`src/rtl/dma_sched_pkg.sv`:
```
`timescale 1ns/1ps
package dma_sched_pkg;

    localparam int CFG_W       = 32;
    localparam int CNT_W       = 12;
    localparam int PERIPH_ID_W = 5;
    localparam int REQ_W       = 1 << PERIPH_ID_W;
    localparam int FLOW_W      = 3;

    localparam int BIT_EN       = 0;
    localparam int BIT_SRC_LO   = 1;
    localparam int BIT_DST_LO   = 6;
    localparam int BIT_FLOW_LO  = 11;
    localparam int BIT_HALT     = 18;
    localparam int BIT_GLB_EN   = 0;

    typedef enum logic [FLOW_W-1:0] {
        FLOW_MEM_MEM   = 3'd0,
        FLOW_MEM_PER   = 3'd1,
        FLOW_PER_MEM   = 3'd2,
        FLOW_PER_PER   = 3'd3,
        FLOW_PC_DST    = 3'd4,
        FLOW_PC_SRC    = 3'd5,
        FLOW_PC_BOTH   = 3'd6,
        FLOW_PC_OTHER  = 3'd7
    } flow_e;

    typedef struct packed {
        logic                   enable;
        logic                   halt;
        flow_e                  flow;
        logic [PERIPH_ID_W-1:0] src_id;
        logic [PERIPH_ID_W-1:0] dst_id;
    } chan_fields_t;

    typedef struct packed {
        logic need_src;
        logic need_dst;
        logic supported;
    } flow_needs_t;

    function automatic chan_fields_t decode_cfg(input logic [CFG_W-1:0] w);
        chan_fields_t f;
        f.enable = w[BIT_EN];
        f.halt   = w[BIT_HALT];
        f.flow   = flow_e'(w[BIT_FLOW_LO +: FLOW_W]);
        f.src_id = w[BIT_SRC_LO +: PERIPH_ID_W];
        f.dst_id = w[BIT_DST_LO +: PERIPH_ID_W];
        return f;
    endfunction

    function automatic flow_needs_t flow_needs(input flow_e fl);
        flow_needs_t n;
        n = '{need_src: 1'b0, need_dst: 1'b0, supported: 1'b0};
        case (fl)
            FLOW_MEM_MEM: n.supported = 1'b1;
            FLOW_MEM_PER: begin
                n.supported = 1'b1;
                n.need_dst  = 1'b1;
            end
            FLOW_PER_MEM: begin
                n.supported = 1'b1;
                n.need_src  = 1'b1;
            end
            FLOW_PER_PER: begin
                n.supported = 1'b1;
                n.need_src  = 1'b1;
                n.need_dst  = 1'b1;
            end
            default: n.supported = 1'b0;
        endcase
        return n;
    endfunction

endpackage

```
`src/rtl/dma_req_merge.sv`:
```
`timescale 1ns/1ps
module dma_req_merge
    import dma_sched_pkg::*;
(
    input  logic [REQ_W-1:0] req_single,
    input  logic [REQ_W-1:0] req_burst,
    output logic [REQ_W-1:0] req_any
);

    for (genvar i = 0; i < REQ_W; i++) begin : g_line
        assign req_any[i] = req_single[i] | req_burst[i];
    end

endmodule

```
`src/rtl/dma_chan_eval.sv`:
```
`timescale 1ns/1ps
module dma_chan_eval
    import dma_sched_pkg::*;
(
    input  logic             clk,
    input  logic             rst,
    input  logic [CFG_W-1:0] cfg,
    input  logic [CNT_W-1:0] count,
    input  logic [REQ_W-1:0] req_any,
    output logic             eligible,
    output logic             unsupported
);

    chan_fields_t fld;
    flow_needs_t  needs;
    logic         active;
    logic         src_ok;
    logic         dst_ok;
    logic         has_work;

    always_comb begin
        fld      = decode_cfg(cfg);
        needs    = flow_needs(fld.flow);
        active   = fld.enable & ~fld.halt;
        has_work = (count != '0);
        src_ok   = ~needs.need_src | req_any[fld.src_id];
        dst_ok   = ~needs.need_dst | req_any[fld.dst_id];
    end

    assign eligible    = active & has_work & needs.supported & src_ok & dst_ok;
    assign unsupported = fld.enable & ~needs.supported;

    // a zero count never yields eligibility
    assert_zero_count_R6: assert property (@(posedge clk) disable iff (rst)
        (count == '0) |-> !eligible);

    // halted or disabled channels are never eligible
    assert_halt_blocks_R2: assert property (@(posedge clk) disable iff (rst)
        (cfg[BIT_HALT] || !cfg[BIT_EN]) |-> !eligible);

    // an unsupported flow type is never eligible
    assert_unsup_no_elig_R7: assert property (@(posedge clk) disable iff (rst)
        unsupported |-> !eligible);

endmodule

```
`src/rtl/dma_prio_pick.sv`:
```
`timescale 1ns/1ps
module dma_prio_pick #(
    parameter int N     = 8,
    localparam int IDX_W = (N > 1) ? $clog2(N) : 1
) (
    input  logic             clk,
    input  logic             rst,
    input  logic [N-1:0]     req,
    output logic             any,
    output logic [IDX_W-1:0] idx,
    output logic [N-1:0]     win_oh
);

    logic [N-1:0] below_taken;

    // thermometer of "some lower request seen"
    assign below_taken[0] = 1'b0;
    for (genvar i = 1; i < N; i++) begin : g_therm
        assign below_taken[i] = below_taken[i-1] | req[i-1];
    end

    for (genvar i = 0; i < N; i++) begin : g_oh
        assign win_oh[i] = req[i] & ~below_taken[i];
    end

    always_comb begin
        idx = '0;
        for (int i = N - 1; i >= 0; i--) begin
            if (req[i]) idx = IDX_W'(i);
        end
    end

    assign any = |req;

    // at most one winner
    assert_single_winner_R8: assert property (@(posedge clk) disable iff (rst)
        $onehot0(win_oh));

    // nothing below the winner was requesting
    assert_lowest_wins_R8: assert property (@(posedge clk) disable iff (rst)
        any |-> ((req & ((N'(1) << idx) - N'(1))) == '0) && req[idx]);

endmodule

```
`src/rtl/dma_req_sched.sv`:
```
`timescale 1ns/1ps
module dma_req_sched
    import dma_sched_pkg::*;
#(
    parameter int NUM_CH = 8,
    localparam int IDX_W = (NUM_CH > 1) ? $clog2(NUM_CH) : 1
) (
    input  logic                    clk,
    input  logic                    rst,
    input  logic [CFG_W-1:0]        glb_cfg,
    input  logic [NUM_CH*CFG_W-1:0] chan_cfg,
    input  logic [NUM_CH*CNT_W-1:0] chan_cnt,
    input  logic [REQ_W-1:0]        req_single,
    input  logic [REQ_W-1:0]        req_burst,
    output logic                    grant_vld,
    output logic [IDX_W-1:0]        grant_idx,
    output logic [NUM_CH-1:0]       unsup_mask
);

    logic [REQ_W-1:0]  req_any;
    logic [NUM_CH-1:0] elig;
    logic [NUM_CH-1:0] unsup;
    logic [NUM_CH-1:0] gated;
    logic [NUM_CH-1:0] win_oh;
    logic              pick_any;
    logic [IDX_W-1:0]  pick_idx;
    logic              ctl_on;

    dma_req_merge u_merge (
        .req_single (req_single),
        .req_burst  (req_burst),
        .req_any    (req_any)
    );

    for (genvar c = 0; c < NUM_CH; c++) begin : g_chan
        dma_chan_eval u_eval (
            .clk         (clk),
            .rst         (rst),
            .cfg         (chan_cfg[c*CFG_W +: CFG_W]),
            .count       (chan_cnt[c*CNT_W +: CNT_W]),
            .req_any     (req_any),
            .eligible    (elig[c]),
            .unsupported (unsup[c])
        );
    end

    assign ctl_on = glb_cfg[BIT_GLB_EN];
    assign gated  = ctl_on ? elig : '0;

    dma_prio_pick #(.N(NUM_CH)) u_pick (
        .clk    (clk),
        .rst    (rst),
        .req    (gated),
        .any    (pick_any),
        .idx    (pick_idx),
        .win_oh (win_oh)
    );

    always_ff @(posedge clk) begin
        if (rst) begin
            grant_vld  <= 1'b0;
            grant_idx  <= '0;
            unsup_mask <= '0;
        end else begin
            grant_vld  <= pick_any;
            grant_idx  <= pick_any ? pick_idx : '0;
            unsup_mask <= unsup;
        end
    end

    // controller disabled means no grant in the following cycle
    assert_gate_off_R1: assert property (@(posedge clk) disable iff (rst)
        !glb_cfg[BIT_GLB_EN] |=> !grant_vld);

    // index parks at zero without a grant
    assert_idx_parked_R10: assert property (@(posedge clk) disable iff (rst)
        !grant_vld |-> (grant_idx == '0));

    // a flagged channel is never the one granted
    assert_unsup_not_granted_R7: assert property (@(posedge clk) disable iff (rst)
        grant_vld |-> !unsup_mask[grant_idx]);

    // winner one-hot agrees with the reported index
    assert_pick_match_R8: assert property (@(posedge clk) disable iff (rst)
        pick_any |-> win_oh[pick_idx]);

endmodule

```
`config.mk`:
```
export PLATFORM = sky130hd
export DESIGN_NAME = dma_req_sched
export DESIGN_NICKNAME = d
export VERILOG_FILES = /design/src/rtl/dma_sched_pkg.sv /design/src/rtl/dma_req_merge.sv /design/src/rtl/dma_chan_eval.sv /design/src/rtl/dma_prio_pick.sv /design/src/rtl/dma_req_sched.sv
export SDC_FILE = /design/constraint.sdc
export NUM_CORES = 1
export LEC_CHECK = 0
export CAP_MARGIN = 10
export CORE_AREA = 5 5 174 176
export CTS_BUF_LIST = sky130_fd_sc_hd__clkbuf_4
export CTS_CLUSTER_DIAMETER = 40
export CTS_CLUSTER_SIZE = 30
export DETAILED_ROUTE_END_ITERATION = 8
export DIE_AREA = 0 0 179 181
export PLACE_DENSITY = 0.65
export SLEW_MARGIN = 15
export SYNTH_ARGS = -nofsm -noshare
export SYNTH_HDL_FRONTEND = slang
export SYNTH_SLANG_ARGS = --single-unit
```
`constraint.sdc`:
```
create_clock -name clk -period 4 [get_ports clk]
set_clock_uncertainty 0.05 [all_clocks]
set_input_delay 0.8 -clock clk [delete_from_list [all_inputs] [get_ports clk]]
set_output_delay 0.8 -clock clk [all_outputs]
set_load 0.005 [all_outputs]
```
# Yosys cells after proc, flatten, opt, wreduce, memory -nomap -nowiden
# Index checks and enable logic that the tools add are counted.
# Widths: inputs -> output; s select.
op_classes:
  magnitude_cmp: 16
  eq_ne: 24
  n_mux: 64
  bitwise: 129
  n_reduce_logical: 44
op_table:
  columns: ["operator", "count"]
  rows:
  - ["$lt 5x6->1 const B", 16]
  - ["$reduce_bool 12->1", 8]
  - ["$bmux 1 s5", 16]
  - ["$and 1x1->1", 48]
  - ["$eq 3x2->1 const B", 16]
  - ["$or 1x1->1", 48]
  - ["$mux 1", 41]
  - ["$reduce_or 4->1", 9]
  - ["$not 1->1", 33]
  - ["$reduce_or 2->1", 16]
  - ["$eq 3x1->1 const B", 8]
  - ["$logic_not 3->1", 8]
  - ["$mux 3", 4]
  - ["$mux 8", 1]
  - ["$reduce_or 8->1", 1]
  - ["$reduce_or 6->1", 1]
  - ["$mux 2", 2]
  - ["$reduce_or 3->1", 1]
totals:
  register_bits: 12
  input_bits: 450
  output_inout_bits: 12
  elab_cells: 282

# Depth between registers and ports, before layout
# Gate-level depths: netlist (run 1).
depth:
  ltp_word: 15
  depth_mapped: 9
  ltp_nobuf: 8

# Cells and area by module
# Synthesis (run 1) repeated with hierarchy kept, for this count alone.
hier_totals:
  cells_unflattened: 512
  hier_area_um2: 5614.1
modules_own_cells:
  columns: ["mod", "n_inst", "cells_each", "area_each_um2"]
  rows:
  - ["dma_chan_eval", 8, 53, 610.6]
  - ["dma_req_sched", 1, 33, 384.1]
  - ["dma_req_merge", 1, 32, 200.2]
  - ["dma_prio_pick", 1, 23, 145.1]

# Worst setup path before layout (run 1)
# Ideal clock, no wire load.
synth_timing:
  path_type: "in2reg"
  from: "input chan_cfg[42]"
  to: "register grant_vld"
  arrival_time_ns: 2.733
  required_time_ns: 3.880
  slack_ns: 1.147
  path_stages: 8
  path_buffers: 1
  path_cell_list: "clkbuf_1 mux4_2 mux4_2 nor2_1 a21oi_1 a41oi_2 nor3_1 a21oi_1"
synth_via:
  elab_chain_len: 6
synth_lines:
  columns: ["item", "line", "text"]
  rows:
  - ["start, declared", "dma_req_sched.sv:11", "input logic [NUM_CH*CFG_W-1:0] chan_cfg,"]
  - ["$bmux 1 s5", "dma_chan_eval.sv:27", "dst_ok = ~needs.need_dst | req_any[fld.dst_id];"]
  - ["$mux 1 (implied by the code)", "dma_chan_eval.sv:27", null]
  - ["$or 1x1->1", "dma_chan_eval.sv:27", null]
  - ["$and 1x1->1", "dma_chan_eval.sv:30", "assign eligible = active & has_work & needs.supported & src_ok & dst_ok;"]
  - ["$mux 8", "dma_req_sched.sv:48", "assign gated = ctl_on ? elig : '0;"]
  - ["$reduce_or 8->1", "dma_prio_pick.sv:33", "assign any = |req;"]
  - ["end signal, assigned", "dma_req_sched.sv:65", "grant_vld <= pick_any;"]
  - ["end, declared", "dma_req_sched.sv:15", "output logic grant_vld,"]
# No other way between the ends. The select of a mux whose other input is x is not followed.
# A chain may end at the register's enable or synchronous reset.

# Worst setup path after layout (run 1)
layout_timing:
  from: "input req_burst[6]"
  to: "register grant_idx[0]"
layout_via:
  elab_chain_len: 14
  elab_cells_between_ends: 76
  classes_between: "mux: 40; bitwise: 34; reduce/logical: 2"
layout_lines:
  columns: ["item", "line", "text"]
  rows:
  - ["start, declared", "dma_req_sched.sv:14", "input logic [REQ_W-1:0] req_burst,"]
  - ["$or 1x1->1 *", "dma_req_merge.sv:11", "assign req_any[i] = req_single[i] | req_burst[i];"]
  - ["$bmux 1 s5", "dma_chan_eval.sv:26", "src_ok = ~needs.need_src | req_any[fld.src_id];"]
  - ["$mux 1 (implied by the code)", "dma_chan_eval.sv:26", null]
  - ["$or 1x1->1", "dma_chan_eval.sv:26", null]
  - ["$and 1x1->1 (2 in a row)", "dma_chan_eval.sv:30", null]
  - ["$mux 8 *", "dma_req_sched.sv:48", null]
  - ["$mux 3 (4 in a row)", "dma_prio_pick.sv:29", "if (req[i]) idx = IDX_W'(i);"]
  - ["$mux 2 (2 in a row)", "dma_prio_pick.sv:29", null]
  - ["$mux 1", "dma_prio_pick.sv:29", null]
  - ["end signal, assigned", "dma_req_sched.sv:66", "grant_idx <= pick_any ? pick_idx : '0;"]
  - ["end, declared", "dma_req_sched.sv:16", "output logic [IDX_W-1:0] grant_idx,"]
# Every way passes the cells marked *; elsewhere a longest branch is shown, timed or not. The select of a mux whose other input is x is not followed.

==> results.md, run 1 <==
- For this design the static power due to leakage is 3.20 nW.
- The initial antenna violation count is 4.
- Across the VDD grid, the largest voltage drop is between 0.00007 and 0.00008 V.
- After synthesis, the share of flip-flops with an asynchronous set or reset is 0%.
- The maximum number of pins on one net before global-route repair is 19.
- The synthesized netlist cell count is roughly 640.
- The clock net sink count is 12.
- The total power density per cell area is between 100 and 150 nW/um^2.
- After clock tree synthesis, the clock-pin slew on the worst setup and hold paths is 120 ps.
- The placed instance area is ~9500 sq um.
- The number of nets in the synthesized netlist is roughly 1100.
- In this run the standard cell core region covers about 28000 sq um.
- The number of clock buffers added by TritonCTS is 3.
- The total number of vias is about 7600.
- After clock tree synthesis, the flow added hold-fix buffers numbering 0.
- The path class of the tightest hold or removal check is primary input to flip-flop.
- The total track usage is about 20%.
- The number of port buffers is approximately 290.
- sky130_fd_sc_hd__mux4_2 takes more of the synthesized area than any other cell.
- In the routed layout, each cell is associated on average with a via count of between 5 and 6.
- By startpoint and endpoint, the worst setup path is classified as primary input to flip-flop.
- The site row count is 62.
- Ranked by total cell area, the synthesized netlist is headed by sky130_fd_sc_hd__mux4_2 (38%), sky130_fd_sc_hd__nor2_1 (4.5%), sky130_fd_sc_hd__dfxtp_1 (4.2%), sky130_fd_sc_hd__mux4_1 (3.7%), sky130_fd_sc_hd__nor3_1 (3.0%).
- The max-slew violation count is 0.
- At the worst endpoint, the required time is between 4000 and 5000 ps.
- The final critical-path required period is approximately 3600 ps.
- From synthesis to final layout, the design area changed by 64.8%.
- The total design power is approximately 0.0012 W.
- In the final layout, the share of cells above drive strength 1 is between 20% and 30%.
- The maximum operating frequency is approximately 0.28 GHz.
- For this run, the slowest stage of the critical path takes between 700 and 800 ps.
- The synthesized netlist contains 74 unique library cells.
- The endpoint kind of the worst setup timing path is a flip-flop.
- The kind of cell with the highest combined delay along the critical path is simple AND/OR/NAND/NOR gates.
- Setup violations remaining at the end of the flow were counted as 0.
- The final critical path takes up roughly nine tenths of the cycle.
- The number of global-route vias before repair is 7709.
- The starting DRC count in detailed routing is around 1000.
- The tightest hold margin is between 900 and 1000 ps.
- The final sum of negative setup slack is 0 ps.
- For this design the top-level I/O count stands at around 460.
- The tree is rooted in a sky130_fd_sc_hd__clkbuf_4.
- At the end of routability-driven placement, the weighted congestion stood at a little under 1.
- Setup repair after global routing left no endpoint under its margin.
- From bottom edge to top edge, the die measures 181 microns.
- The area of the mapped netlist is about 5800 sq um.
- The first-pass GRT wire length is just under 50000 microns.
- Summing the sequential cell areas from Yosys gives under 10% of the chip area.
- The number of design rule violations left after detail routing is 0.
- The level count of the clock H-tree is 1.
- Fill cells in the final layout number between 2000 and 3000.
- Counting along the longest clock path gives a buffer depth of 2.
- Once detail routing completed, the nets flagged for antenna violations numbered 0.
- TritonCTS built the clock tree.
- The number of storage elements in the synthesis netlist is 12.
- Dividing the synthesized area by the synthesized cell count gives about 9 sq um.
- From left edge to right edge, the die measures 179 microns.
- The total count of hold-check failures in the final report was 0.
- During synthesis, Yosys emitted a total of 0 warnings.
- Max-cap violations in this run came to 0.
- Summed over all nets, the half-perimeter wirelength after detailed placement is between 20000 and 30000 microns.
- For this configuration, the core starts out at a cell density of 20.2%.
- For this design, the slowest cell found on the critical path is sky130_fd_sc_hd__nor2_1.
- Buffers added to address setup during post-CTS repair amount to 0.
- The wire length reported by the detailed router is ~34000 microns.
- Summed over all layers, the global routing overflow is 0.
- The number of enable-type register cells in the synthesized netlist is 0.
- For this run, the leading register cell type out of synthesis is sky130_fd_sc_hd__dfxtp_1.
- Of all nets on the critical path, the largest fanout is 8.
- Counting both buffers and inverters, the worst setup path holds a total of 1.
- The routed length per placed instance is between 20 and 30 microns.
- The run finished with clean final reports.
- Data arrives at the worst endpoint at ~3800 ps.
- For the pin with the worst max-slew slack, the measured transition is between 900 and 1000 ps.
- In this run the tightest slew margin relative to its limit is roughly 39%.
- After synthesis, the largest area contributor takes up 38.3% of total cell area.
- Walking the worst path, the cells encountered are clkdlybuf4s50_1, nor2_1, mux4_2, mux2_2, nor3_1, or4_4, a211oi_2, o211ai_1, a21oi_1.
- The nature of the critical path startpoint is a primary input.
- After routing the design area is about 9500 sq um.
- The net count of the finished layout is about 1400.
- The post-CTS resize count is 0.
- The overall die area is roughly 32000 sq um.
- The count of TritonRoute iterations in the first routing pass is 5.
==> per-layer routing <==
metal | routed length [microns] | share of wire [%] | GRT usage (%)
met5 | 13 | 0.038 | 0
met4 | 1240 | 3.6 | 6.26
met3 | 5790 | 17 | 8.65
met2 | 14900 | 43 | 30.8
met1 | 12500 | 36 | 25.7
==> sequential cells by signal (all words and copies together) (netlist names) <==
register / count
grant_idx: 3
unsup_mask: 8
grant_vld: 1
==> power breakdown <==
part           switching, W  internal [W]  total, W  leakage [nW]
Combinational      0.000425      0.000546  0.000971          3.08
Clock             0.0000660     0.0000366  0.000103        0.0154
Sequential       0.00000231      0.000125  0.000128        0.0984
Total              0.000493      0.000708   0.00120          3.20
==> cells by family after synthesis <==
kind of cell	count (synthesis)	synth area share (%)
AO/OA/AOI/OAI	141	18.7
buffers and inverters	90	6.50
flip-flops	12	4.17
multiplexers	126	45.6
AND/OR/NAND/NOR	269	25.0
==> placed cells by master (no fill, tap or decap), types with 4 or more instances in the layout <==
master                            Yosys  layout
sky130_fd_sc_hd__o2111a_1             6       6
sky130_fd_sc_hd__dfxtp_1             12      12
sky130_fd_sc_hd__buf_12               0       4
sky130_fd_sc_hd__nand3_1             15      15
sky130_fd_sc_hd__a2111oi_0           16      16
sky130_fd_sc_hd__nor4_1              27      27
sky130_fd_sc_hd__inv_1               18      18
sky130_fd_sc_hd__a31oi_1              9       9
sky130_fd_sc_hd__nor3_1              34      34
sky130_fd_sc_hd__mux2i_1             12      12
sky130_fd_sc_hd__o2111ai_1            7       7
sky130_fd_sc_hd__o211ai_1             8       8
sky130_fd_sc_hd__or2_2               20      20
sky130_fd_sc_hd__mux4_2              98      98
sky130_fd_sc_hd__a21oi_1             19      19
sky130_fd_sc_hd__nor2_1              69      69
sky130_fd_sc_hd__mux2_2               8       8
sky130_fd_sc_hd__nand2_1             39      39
sky130_fd_sc_hd__o21ai_0             23      23
sky130_fd_sc_hd__nand3b_1             8       8
sky130_fd_sc_hd__nor2b_1              4       4
sky130_fd_sc_hd__clkdlybuf4s50_1      0     294
sky130_fd_sc_hd__nand4_1              7       7
sky130_fd_sc_hd__buf_4                0      65
sky130_fd_sc_hd__o221ai_1             4       4
sky130_fd_sc_hd__a211oi_1            20      20
sky130_fd_sc_hd__nand2b_1             5       5
sky130_fd_sc_hd__mux4_1               8       8
sky130_fd_sc_hd__nor3b_1              6       6
sky130_fd_sc_hd__or2_1                6       6
==> cells in the mapped netlist (all sizes together), types with 2 or more instances <==
master,count
a2111oi,19
a211o,2
a211oi,21
a21oi,19
a31oi,9
a41oi,2
and2,2
and3,2
and4b,2
buf,23
clkbuf,46
dfxtp,12
inv,21
mux2,8
mux2i,12
mux4,106
nand2,39
nand2b,5
nand3,15
nand3b,8
nand4,7
nand4b,3
nor2,71
nor2b,4
nor3,34
nor3b,7
nor4,27
nor4bb,3
o2111a,6
o2111ai,7
o211ai,8
o21ai,25
o221ai,4
o311ai,2
o31ai,3
or2,29
or3,2
or4,2
or4b,3
==> cell type report <==
type                       instances  area [sq um]  area share (%)
sequential                        12           240            2.53
timing repair buffer             363          3510            37.0
antenna                            3          7.51          0.0791
inverter                          21          78.8           0.831
clock inverter                     1          3.75          0.0396
multi-input combinational        536          5140            54.2
clock buffer                       3          22.5           0.237
tap                              384           480            5.06
==> through the flow <==
step           instances  setup slack [ps]  utilization [%]
2_1_floorplan        638              1150                -
3_3_place_gp        1316               279             33.2
3_5_place_dp        1316               274             33.2
4_1_cts             1320               583             33.3
5_1_grt             1323               379             33.3
6_report            1323               427             33.3
==> final timing paths <==
kind / start / end / slack (ps) / cells past startpoint
setup / recovery: req_burst[6] / grant_idx[0]$_SDFF_PP0_ / 430 / 9
hold / removal: chan_cfg[96] / unsup_mask[3]$_SDFF_PP0_ / 970 / 3
Power figures use the tool's default switching activity.
==> run 2: changes to the inputs <==
CTS_BUF_LIST = default   (was sky130_fd_sc_hd__clkbuf_4)
GPL_TIMING_DRIVEN = 0   (was default)
==> results.md, run 2 (synthesis gave the netlist of run 1 again) <==
- The total area of sequential cells was 240 sq um (unchanged).
- Setup repair after global routing left no endpoint under its margin.
- Counting flops per register, the top entry is unsup_mask.
- Traced cell by cell, the critical path runs through clkdlybuf4s50_1, nor2_1, clkbuf_1, mux4_2, mux2i_1, o32a_1, nand4_1, o21ai_0, nor3_1, a21oi_1.
- The peak supply drop is 0.000108 V (+42%).
- The level count of the clock H-tree is 1 (unchanged).
- The highest net fanout along the worst path is 10 (+2).
- The number of filler instances in the final layout is 3014 (+3.0%).
- The critical path is of the primary input to flip-flop type.
- The detailed-route wire length on metal 1 is 12700 microns (+1.7%).
- The starting DRC count in detailed routing is 833 (-17%).
- The maximum buffer depth of the clock tree is 2 (unchanged).
- The kind of path behind the tightest hold check is primary input to flip-flop.
- The total overflow reported by the global router is 0 (unchanged).
- The total design power is 0.00126 W (+5.1%).
- The fraction of the core area covered by cells at the end of the flow was 31.5% (-1.8 points).
- The total track usage came to 20.4% (+0.21 points).
- The worst max-slew margin expressed relative to the limit is 17.4% (-22 points).
- The initial antenna violation count is 9 (+5).
- The buffer count from post-CTS setup fixing is 0 (unchanged).
- The number of buffers inserted for hold repair after clock tree synthesis is 0 (unchanged).
- The net count of the finished layout is 1356 (-2.2%).
- The final RePlAce weighted congestion is 0.981 (-0.42%).
- The count of TritonRoute iterations in the first routing pass is 5 (unchanged).
- The effective utilization at floorplan is 20.2% (unchanged).
- The met3 routed wirelength is 5790 microns (about the same).
- The number of port buffers came to 263 (-11%).
- The highest metal layer carrying signal wires in the routed design is met5.
- The CTS buffer count is 3 (unchanged).
- The final critical-path required period was 3910 ps (+342 ps).
- The routed length per placed instance came to 27.0 microns (+3.7%).
- The nature of the critical path startpoint is a primary input.
- The share of the clock period used by the worst path after layout is 97.9% (+8.5 points).
- Leaving out fill and tap cells, the most frequent cell in the layout is sky130_fd_sc_hd__clkdlybuf4s50_1.
- The CTS tree is yes.
- Leaving out fill and tap cells, the most frequent cells in the layout are sky130_fd_sc_hd__clkdlybuf4s50_1 (263), sky130_fd_sc_hd__mux4_2 (98), sky130_fd_sc_hd__nor2_1 (69).
- The total I/O pin count is 462 (unchanged).
- The data required time at the worst endpoint is 4050 ps (-130 ps).
- The dominant delay contributor by cell family on the critical path is simple AND/OR/NAND/NOR gates.
- The layout overhead on the synthesized area is 55.7%.
- The first-pass GRT wire length is 49000 microns (-0.55%).
- The count of max-cap constraint violations is 0 (unchanged).
- The placed instance count came to 1285 (-2.4%).
- The worst setup path is captured at a flip-flop.
- The clock net sink count came to 12 (unchanged).
- The total count of hold-check failures in the final report is 0 (unchanged).
- The root buffer cell is sky130_fd_sc_hd__clkbuf_16.
- The maximum operating frequency is 0.255 GHz (-8.7%).
- The overall die area is 32400 sq um (unchanged).
- The filler-free cell count of the finished design is 1291 (-2.4%).
- The max-slew violation count was 0 (unchanged).
- The count of nets left with antenna violations after detail routing is 0 (unchanged).
- The maximum number of pins on one net before global-route repair is 11 (-8).
- The final sum of negative setup slack is 0 ps (unchanged).
- The mean number of vias per cell is 5.76 (about the same).
- The combined buffer and inverter count along the critical path is 2 (+1).
- The core outline area is 28500 sq um (unchanged).
- The final setup violation count is 0 (unchanged).
- The library cell contributing the largest single delay on the critical path is sky130_fd_sc_hd__nor2_1.
- The total power density per cell area was 141 nW/um^2 (+11%).
- The data arrival time of the critical path was 3970 ps (+210 ps).
- The wire length reported by the detailed router is 34900 microns (+1.2%).
- The half-perimeter wire length of the detailed placement result came to 28300 microns (-0.89%).
- The detailed route wirelength on metal2 is 15200 microns (+2.4%).
- The clock-pin slew on the worst setup and hold paths is 60 ps (-60 ps).
- The largest registers in the layout are unsup_mask x8, grant_idx x3, grant_vld x1.
- The tightest hold margin is 1020 ps (+42.8 ps).
- The number of global-route vias before repair was 7508 (-2.6%).
- The delay of the slowest cell on the worst path is 650 ps (-70 ps).
- The fraction of layout instances using a drive strength above 1 is 18.3% (-4.6 points).
- The reported leakage power is 2.89 nW (-9.7%).
- The height of the die was 181 microns (unchanged).
- The area of combinational cells with multiple inputs is 5140 sq um (unchanged).
- The number of design rule violations left after detail routing was 0 (unchanged).
- The post-CTS resize count came to 0 (unchanged).
- The total number of vias is 7432 (-2.4%).
- The site row count is 62 (unchanged).
- The transition time of the tightest slew-check pin was 1230 ps (+326 ps).
- The flow ran to the end, and the final reports show no timing, DRC or antenna violations.
- The number of flip-flops in the largest register is 8 (unchanged).
- The die width is 179 microns (unchanged).
-- run 2: cell count changes in the layout (fill, tap and decap cells not counted), moves of 2 or more --
cell                              previous run  this run
sky130_fd_sc_hd__buf_2                       0        15
sky130_fd_sc_hd__buf_4                      65         0
sky130_fd_sc_hd__buf_6                       0         2
sky130_fd_sc_hd__clkbuf_2                    0         2
sky130_fd_sc_hd__buf_12                      4         0
sky130_fd_sc_hd__clkbuf_1                    0        44
sky130_fd_sc_hd__clkbuf_16                   0         3
sky130_fd_sc_hd__clkbuf_4                    3         0
sky130_fd_sc_hd__buf_1                       0         6
sky130_fd_sc_hd__clkdlybuf4s50_1           294       263
-- run 2: routing by layer --
layer | GRT usage (%) | up-vias
met2 | 31.1 | 643
li1 | - | 3187
met3 | 9.51 | 92
met4 | 5.53 | 10
met5 | 0 | -
met1 | 25.9 | 3500
-- run 2: layout make-up --
| class | instances | area share (%) |
|---|---|---|
| antenna | 2 | 0.0558 |
| buffer | 69 | 3.29 |
| clock buffer | 4 | 0.991 |
| inverter | 21 | 0.879 |
| multi-input combinational | 536 | 57.4 |
| sequential | 12 | 2.68 |
| tap | 384 | 5.36 |
| timing repair buffer | 263 | 29.4 |
-- run 2: final timing paths --
kind | from | to | slack, ps | cells past startpoint
min | rst | unsup_mask[3]$_SDFF_PP0_ | 1020 | 2
max | req_burst[20] | grant_vld$_SDFF_PP0_ | 90 | 10
-- run 2: where the power goes --
part | total (W) | internal (W) | leakage [nW] | switching [W]
combinational | 0.000910 | 0.000490 | 2.75 | 0.000420
sequential | 0.000128 | 0.000126 | 0.0984 | 0.00000225
clock | 0.000225 | 0.000152 | 0.0442 | 0.0000724
-- run 2: metrics by stage --
stage / worst slack [ps] / cell area (sq um)
finish: 85.1 / 8960
detailed placement: 15.0 / 8870
global route: 0.866 / 8960
CTS: 275 / 8960
global placement: -34.4 / 8870
floorplan: 1150 / 5760
